==> src/rtl/aud_clkgen_pkg.sv <==
package aud_clkgen_pkg;

   typedef enum logic [1:0] {
      SPD_DOUBLE  = 2'b00,
      SPD_SINGLE  = 2'b01,
      SPD_HALF    = 2'b10,
      SPD_QUARTER = 2'b11
   } speed_e;

   // master cycles per internal cycle
   function automatic int speed_div(input logic auto_on, input logic [1:0] spd);
      speed_e s;
      s = speed_e'(spd);
      if (auto_on) return 2;
      case (s)
         SPD_DOUBLE: return 4;
         SPD_SINGLE: return 2;
         default:    return 1;
      endcase
   endfunction

   // internal cycles per frame
   function automatic int frame_cycles(input logic [1:0] rat);
      case (rat)
         2'b00:   return 128;
         2'b01:   return 125;
         2'b10:   return 132;
         default: return 136;
      endcase
   endfunction

   // bit-clock periods per frame
   function automatic int bit_periods(input logic [1:0] rat);
      case (rat)
         2'b00:   return 64;
         2'b01:   return 62;
         2'b10:   return 66;
         default: return 68;
      endcase
   endfunction

endpackage

==> src/rtl/aud_cg_prescale.sv <==
module aud_cg_prescale #(
   parameter int PRE_W   = 3,
   parameter int MAX_PRE = 4
) (
   input  logic             clk,
   input  logic             clr,
   input  logic             run,
   input  logic [PRE_W-1:0] div,
   output logic             tick
);

   generate
      if (MAX_PRE == 1) begin : g_direct
         assign tick = run;
      end else begin : g_count
         logic [PRE_W-1:0] cnt_q;
         logic             at_end;

         assign at_end = (cnt_q == div - 1'b1);
         assign tick   = run && at_end;

         always_ff @(posedge clk) begin
            if (clr || !run) begin
               cnt_q <= '0;
            end else if (at_end) begin
               cnt_q <= '0;
            end else begin
               cnt_q <= cnt_q + 1'b1;
            end
         end
      end
   endgenerate

endmodule

==> src/rtl/aud_cg_frame.sv <==
module aud_cg_frame #(
   parameter int LEN_W = 8
) (
   input  logic             clk,
   input  logic             clr,
   input  logic             tick,
   input  logic [LEN_W-1:0] flen,
   output logic             run,
   output logic             lrck,
   output logic             strobe,
   output logic             boundary
);

   logic [LEN_W-1:0] pos_q;
   logic [LEN_W-1:0] pos_nx;
   logic             last;

   assign last     = (pos_q == flen - 1'b1);
   assign pos_nx   = last ? '0 : pos_q + 1'b1;
   assign boundary = !run || (tick && last);

   always_ff @(posedge clk) begin
      if (clr) begin
         run    <= 1'b0;
         pos_q  <= '0;
         lrck   <= 1'b0;
         strobe <= 1'b0;
      end else if (!run) begin
         run    <= 1'b1;
         pos_q  <= '0;
         lrck   <= 1'b1;
         strobe <= 1'b1;
      end else begin
         strobe <= tick && last;
         if (tick) begin
            pos_q <= pos_nx;
            lrck  <= (pos_nx < (flen >> 1));
         end
      end
   end

endmodule

==> src/rtl/aud_cg_bitclk.sv <==
module aud_cg_bitclk #(
   parameter int LEN_W  = 8,
   parameter int BITS_W = 7
) (
   input  logic              clk,
   input  logic              clr,
   input  logic              tick,
   input  logic [LEN_W-1:0]  flen,
   input  logic [BITS_W-1:0] nbits,
   output logic              sclk
);

   localparam int ACC_W = LEN_W + 1;

   logic [ACC_W-1:0] acc_q;
   logic [ACC_W-1:0] step;
   logic [ACC_W-1:0] sum;
   logic [ACC_W-1:0] limit;
   logic             wrap;

   // two edges per bit-clock period
   assign step  = ACC_W'({nbits, 1'b0});
   assign limit = ACC_W'(flen);
   assign sum   = acc_q + step;
   assign wrap  = (sum >= limit);

   always_ff @(posedge clk) begin
      if (clr) begin
         acc_q <= '0;
         sclk  <= 1'b0;
      end else if (tick) begin
         acc_q <= wrap ? sum - limit : sum;
         if (wrap) sclk <= !sclk;
      end
   end

endmodule

==> src/rtl/aud_clkgen.sv <==
module aud_clkgen
   import aud_clkgen_pkg::*;
#(
   parameter int PRE_W   = 3,
   parameter int LEN_W   = 8,
   parameter int BITS_W  = 7,
   parameter int MAX_PRE = 4
) (
   input  logic       clk,
   input  logic       rst,
   input  logic       master_en,
   input  logic       auto_en,
   input  logic [1:0] speed_sel,
   input  logic [1:0] ratio_sel,
   output logic       lrck_o,
   output logic       sclk_o,
   output logic       frame_start_o
);

   generate
      if (LEN_W < 8) begin : g_bad_len
         $error("LEN_W must hold a frame count of 136");
      end
      if (BITS_W < 7) begin : g_bad_bits
         $error("BITS_W must hold a bit count of 68");
      end
      if (MAX_PRE >= (1 << PRE_W)) begin : g_bad_pre
         $error("PRE_W too narrow for MAX_PRE");
      end
   endgenerate

   logic              hold;
   logic              run;
   logic              tick;
   logic              frm_boundary;
   logic [PRE_W-1:0]  cfg_div;
   logic [LEN_W-1:0]  cfg_len;
   logic [BITS_W-1:0] cfg_bits;

   assign hold = rst || !master_en;

   // settings taken only while idle or on the last internal cycle of a frame
   always_ff @(posedge clk) begin
      if (hold || frm_boundary) begin
         cfg_div  <= PRE_W'(speed_div(auto_en, speed_sel));
         cfg_len  <= LEN_W'(frame_cycles(ratio_sel));
         cfg_bits <= BITS_W'(bit_periods(ratio_sel));
      end
   end

   aud_cg_prescale #(.PRE_W(PRE_W), .MAX_PRE(MAX_PRE)) u_pre (
      .clk  (clk),
      .clr  (hold),
      .run  (run),
      .div  (cfg_div),
      .tick (tick)
   );

   aud_cg_frame #(.LEN_W(LEN_W)) u_frm (
      .clk      (clk),
      .clr      (hold),
      .tick     (tick),
      .flen     (cfg_len),
      .run      (run),
      .lrck     (lrck_o),
      .strobe   (frame_start_o),
      .boundary (frm_boundary)
   );

   aud_cg_bitclk #(.LEN_W(LEN_W), .BITS_W(BITS_W)) u_bck (
      .clk   (clk),
      .clr   (hold),
      .tick  (tick),
      .flen  (cfg_len),
      .nbits (cfg_bits),
      .sclk  (sclk_o)
   );

endmodule

==> config.mk <==
export PLATFORM = sky130hd
export DESIGN_NAME = aud_clkgen
export DESIGN_NICKNAME = d
export VERILOG_FILES = /design/src/rtl/aud_clkgen_pkg.sv /design/src/rtl/aud_cg_prescale.sv /design/src/rtl/aud_cg_frame.sv /design/src/rtl/aud_cg_bitclk.sv /design/src/rtl/aud_clkgen.sv
export SDC_FILE = /design/constraint.sdc
export NUM_CORES = 1
export LEC_CHECK = 0
export ABC_AREA = 1
export CORE_MARGIN = 2
export CORE_UTILIZATION = 43
export DETAILED_ROUTE_END_ITERATION = 16
export PLACE_DENSITY_LB_ADDON = 0.2
export SLEW_MARGIN = 20
export SYNTH_ARGS = -nofsm -noshare
export SYNTH_HDL_FRONTEND = slang
export SYNTH_HIERARCHICAL = 1
export SYNTH_SLANG_ARGS = --single-unit
==> constraint.sdc <==
create_clock -name clk -period 3.74 [get_ports clk]
set_input_delay 0.374 -clock clk [delete_from_list [all_inputs] [get_ports clk]]
set_output_delay 0.374 -clock clk [all_outputs]
set_load 0.1 [all_outputs]
==> results.toml <==
[power]
p_seq_share_pct = 39.9
total_power_w = 0.000909
p_leak_nw = 1.60
power_frac_clock_pct = 31.8
p_int_w = 0.000582
p_switching_w = 0.000327
swShare_pct = 36.0
cellPowerDensity_nw_per_um2 = 298
ir_worst_vdd_v = 0.000160
combPwrFrac_pct = 28.4

[synth]
synth_cell_types = 33
synthMuxAreaShare_pct = 0
syn_area_um2 = 2750
yosys.area.top_type = "dfxtp_1"
yosysTopAreaCellShare_pct = 17.5
synth-simple-area-share_pct = 34.4
synth_compound_area_share_pct = 8.28
ys_ff_latch = 31
synth_xor_area_share_pct = 5.69
synth_adder_area_share_pct = 14.2
ys_async_sr_fraction_pct = 0
syn_area_per_cell_um2 = 6.61
synth_top_family_by_area = "simple AND/OR/NAND/NOR gates"
seq_area_frac_synth_pct = 25.1
synth_flop_cell = "dfxtp_1"
yosys_warnings = 6
synth_cells = 416
synth_edf_count = 7
synth_area_leaders = "dfxtp_1, nand2_1, ha_1, inv_1, edfxtp_1"

[cts]
postCtsHoldBufs = 0
tritoncts = "done"
cts_sinks = 31
ctsResizeCount = 0
cts_buffers = 5
htree_levels = 2
cts-root-buf = "clkbuf_8"
cts_buffer_depth = 2
post_cts_buffers = 0
clk_latency_ns = 0.29
path_clk_slew_ns = 0.08

[floorplan]
die_area_um2 = 7050
die_y_um = 84.0
die_w_um = 84.0
start_util_pct = 43.8
io_pins = 11
rows = 29
core_area_um2 = 6280

[route]
drt_iter0_drc = 91
first_pass_iters = 4
vias = 2416
ant_nets = 0
wire_per_inst_um = 10.7
wl_mm = 5.49
vias_per_cell = 4.71
route.detailed.drc = 0

[timing]
fin_setup_tns_ns = 0
rsz0062_at_grt = "no"
hold_viol = 0
drv_slew = 0
skew_ns = 0.00684
relSlewSlack_pct = 35.1
max_freq_mhz = 329
setup_violations = 0
fin_crit_ns = 3.04
worst_pin_slew_ns = 0.971
fin_crit_sh_pct = 81.3

[cells_and_area]
areaGrowthSynthToFinish_pct = 11.1
drive_above_1_share_pct = 9.40
nFillCells = 665
fin_area_um2 = 3050
diodes = 0
nets = 473
layout_common_cells = "nand2_1, inv_1, nor2_1, nand3_1, ha_1"
layout_commonest_cell = "nand2_1"

[critical_path]
cp_data_arrival_time_ns = 3.24
cp_max_fo = 8
end_kind = "flop"
crit_type = "flop to flop"
cp.required_ns = 3.93
start_kind = "flop"

[global_route]
grt_first_pass_wirelength_mm = 10.0
antenna_found_initial = 0
grt_overflow = 0
grt_max_degree = 17
grt.total_usage_pct = 17.3
grt_pass1_vias = 2358

[place]
place_congestion = 0.795
place_area_um2 = 2960
portBuffers = 10
hpwlAfterDp_mm = 4.39

[run_status]
status = "finished, final reports clean"

[worst_hold_path]
worst_hold_path_type = "flop to flop"

[run]
cap_violations = 0
[routing by layer]
| metal | wire, um | global-route usage, % |
|---|---|---|
| met1 | 2780 | 21.6 |
| met2 | 2530 | 30.4 |
| met3 | 110 | 2.97 |
| met4 | 60 | 5.28 |
| met5 | 0 | 0 |
[final timing paths]
path	start	to	slack, ns	cells past startpoint
setup / recovery	cfg_len[3]	u_bck/acc_q[3]	0.70	18
hold / removal	u_pre/g_count.cnt_q[0]	u_pre/g_count.cnt_q[0]	0.46	1
setup reg to reg	cfg_len[3]	u_bck/acc_q[3]	0.70	18
hold reg to reg	u_pre/g_count.cnt_q[0]	u_pre/g_count.cnt_q[0]	0.46	1
[stage by stage]
stage	hold slack, ns	std cells	setup slack (ns)	utilization [%]
after floorplan	0.429	419	0.968	-
after global placement	0.447	505	0.813	47.2
after detailed placement	0.454	505	0.737	47.2
after CTS	0.473	513	0.708	48.7
after global routing	0.499	513	0.422	48.7
final	0.464	513	0.698	48.7
[state kept, by name (all words and copies together) (netlist names)]
| register | count |
|---|---|
| u_bck/acc_q | 9 |
| u_frm/pos_q | 8 |
| cfg_len | 4 |
| cfg_div | 3 |
| u_pre/g_count.cnt_q | 3 |
| u_bck/sclk | 1 |
| u_frm/lrck | 1 |
| u_frm/run | 1 |
| u_frm/strobe | 1 |
[final cells by class]
type / count / area (um^2) / share of cell area [%]
clock buffers: 5 / 68.8 / 2.25
clock inverters: 3 / 23.8 / 0.778
inverters: 86 / 323 / 10.6
multi-input cells: 299 / 1740 / 56.9
flip-flops and latches: 31 / 691 / 22.6
well taps: 77 / 96.3 / 3.15
repair buffers: 12 / 115 / 3.77
[synthesized netlist by cell type (4+ instances only)]
library cell and n:
inv_1 79, nand2_2 5, ha_1 28, o21ai_0 11, dfxtp_1 24, nand2_1 105
inv_2 7, xor2_1 8, nand4_1 10, nor2_1 41, a21oi_2 4, xnor2_1 8
nand3_1 29, nor2_2 5, a21oi_1 21, edfxtp_1 7
[logic make-up after synthesis]
group / Yosys count
AND/OR/NAND/NOR: 207
buffers and inverters: 89
AO/OA/AOI/OAI: 41
flip-flops: 31
adder cells (fa/ha/maj): 30
XOR/XNOR: 17
other: 1
[critical path: stages (launching register included)]
cell	delay, ns
edfxtp_1	0.56
ha_1	0.44
nand2_1	0.10
nand3_2	0.12
nand2_1	0.10
nand2_1	0.05
nand2_1	0.05
nand2_1	0.10
ha_1	0.37
nand2_1	0.11
inv_1	0.04
a21oi_1	0.14
nand2_1	0.12
nand2_2	0.16
nand3_4	0.14
o21ai_0	0.13
nand3_1	0.10
nand2_1	0.07
inv_1	0.03
[power groups by stage]
stage | clock network (W) | logic, W | registers (W)
2_1_floorplan | 0 | 0.000193 | 0.000379
3_3_place_gp | 0 | 0.000257 | 0.000370
3_5_place_dp | 0 | 0.000257 | 0.000371
4_1_cts | 0.000296 | 0.000259 | 0.000363
5_1_grt | 0.000310 | 0.000297 | 0.000364
6_report | 0.000289 | 0.000258 | 0.000362
Power figures use the tool's default switching activity.
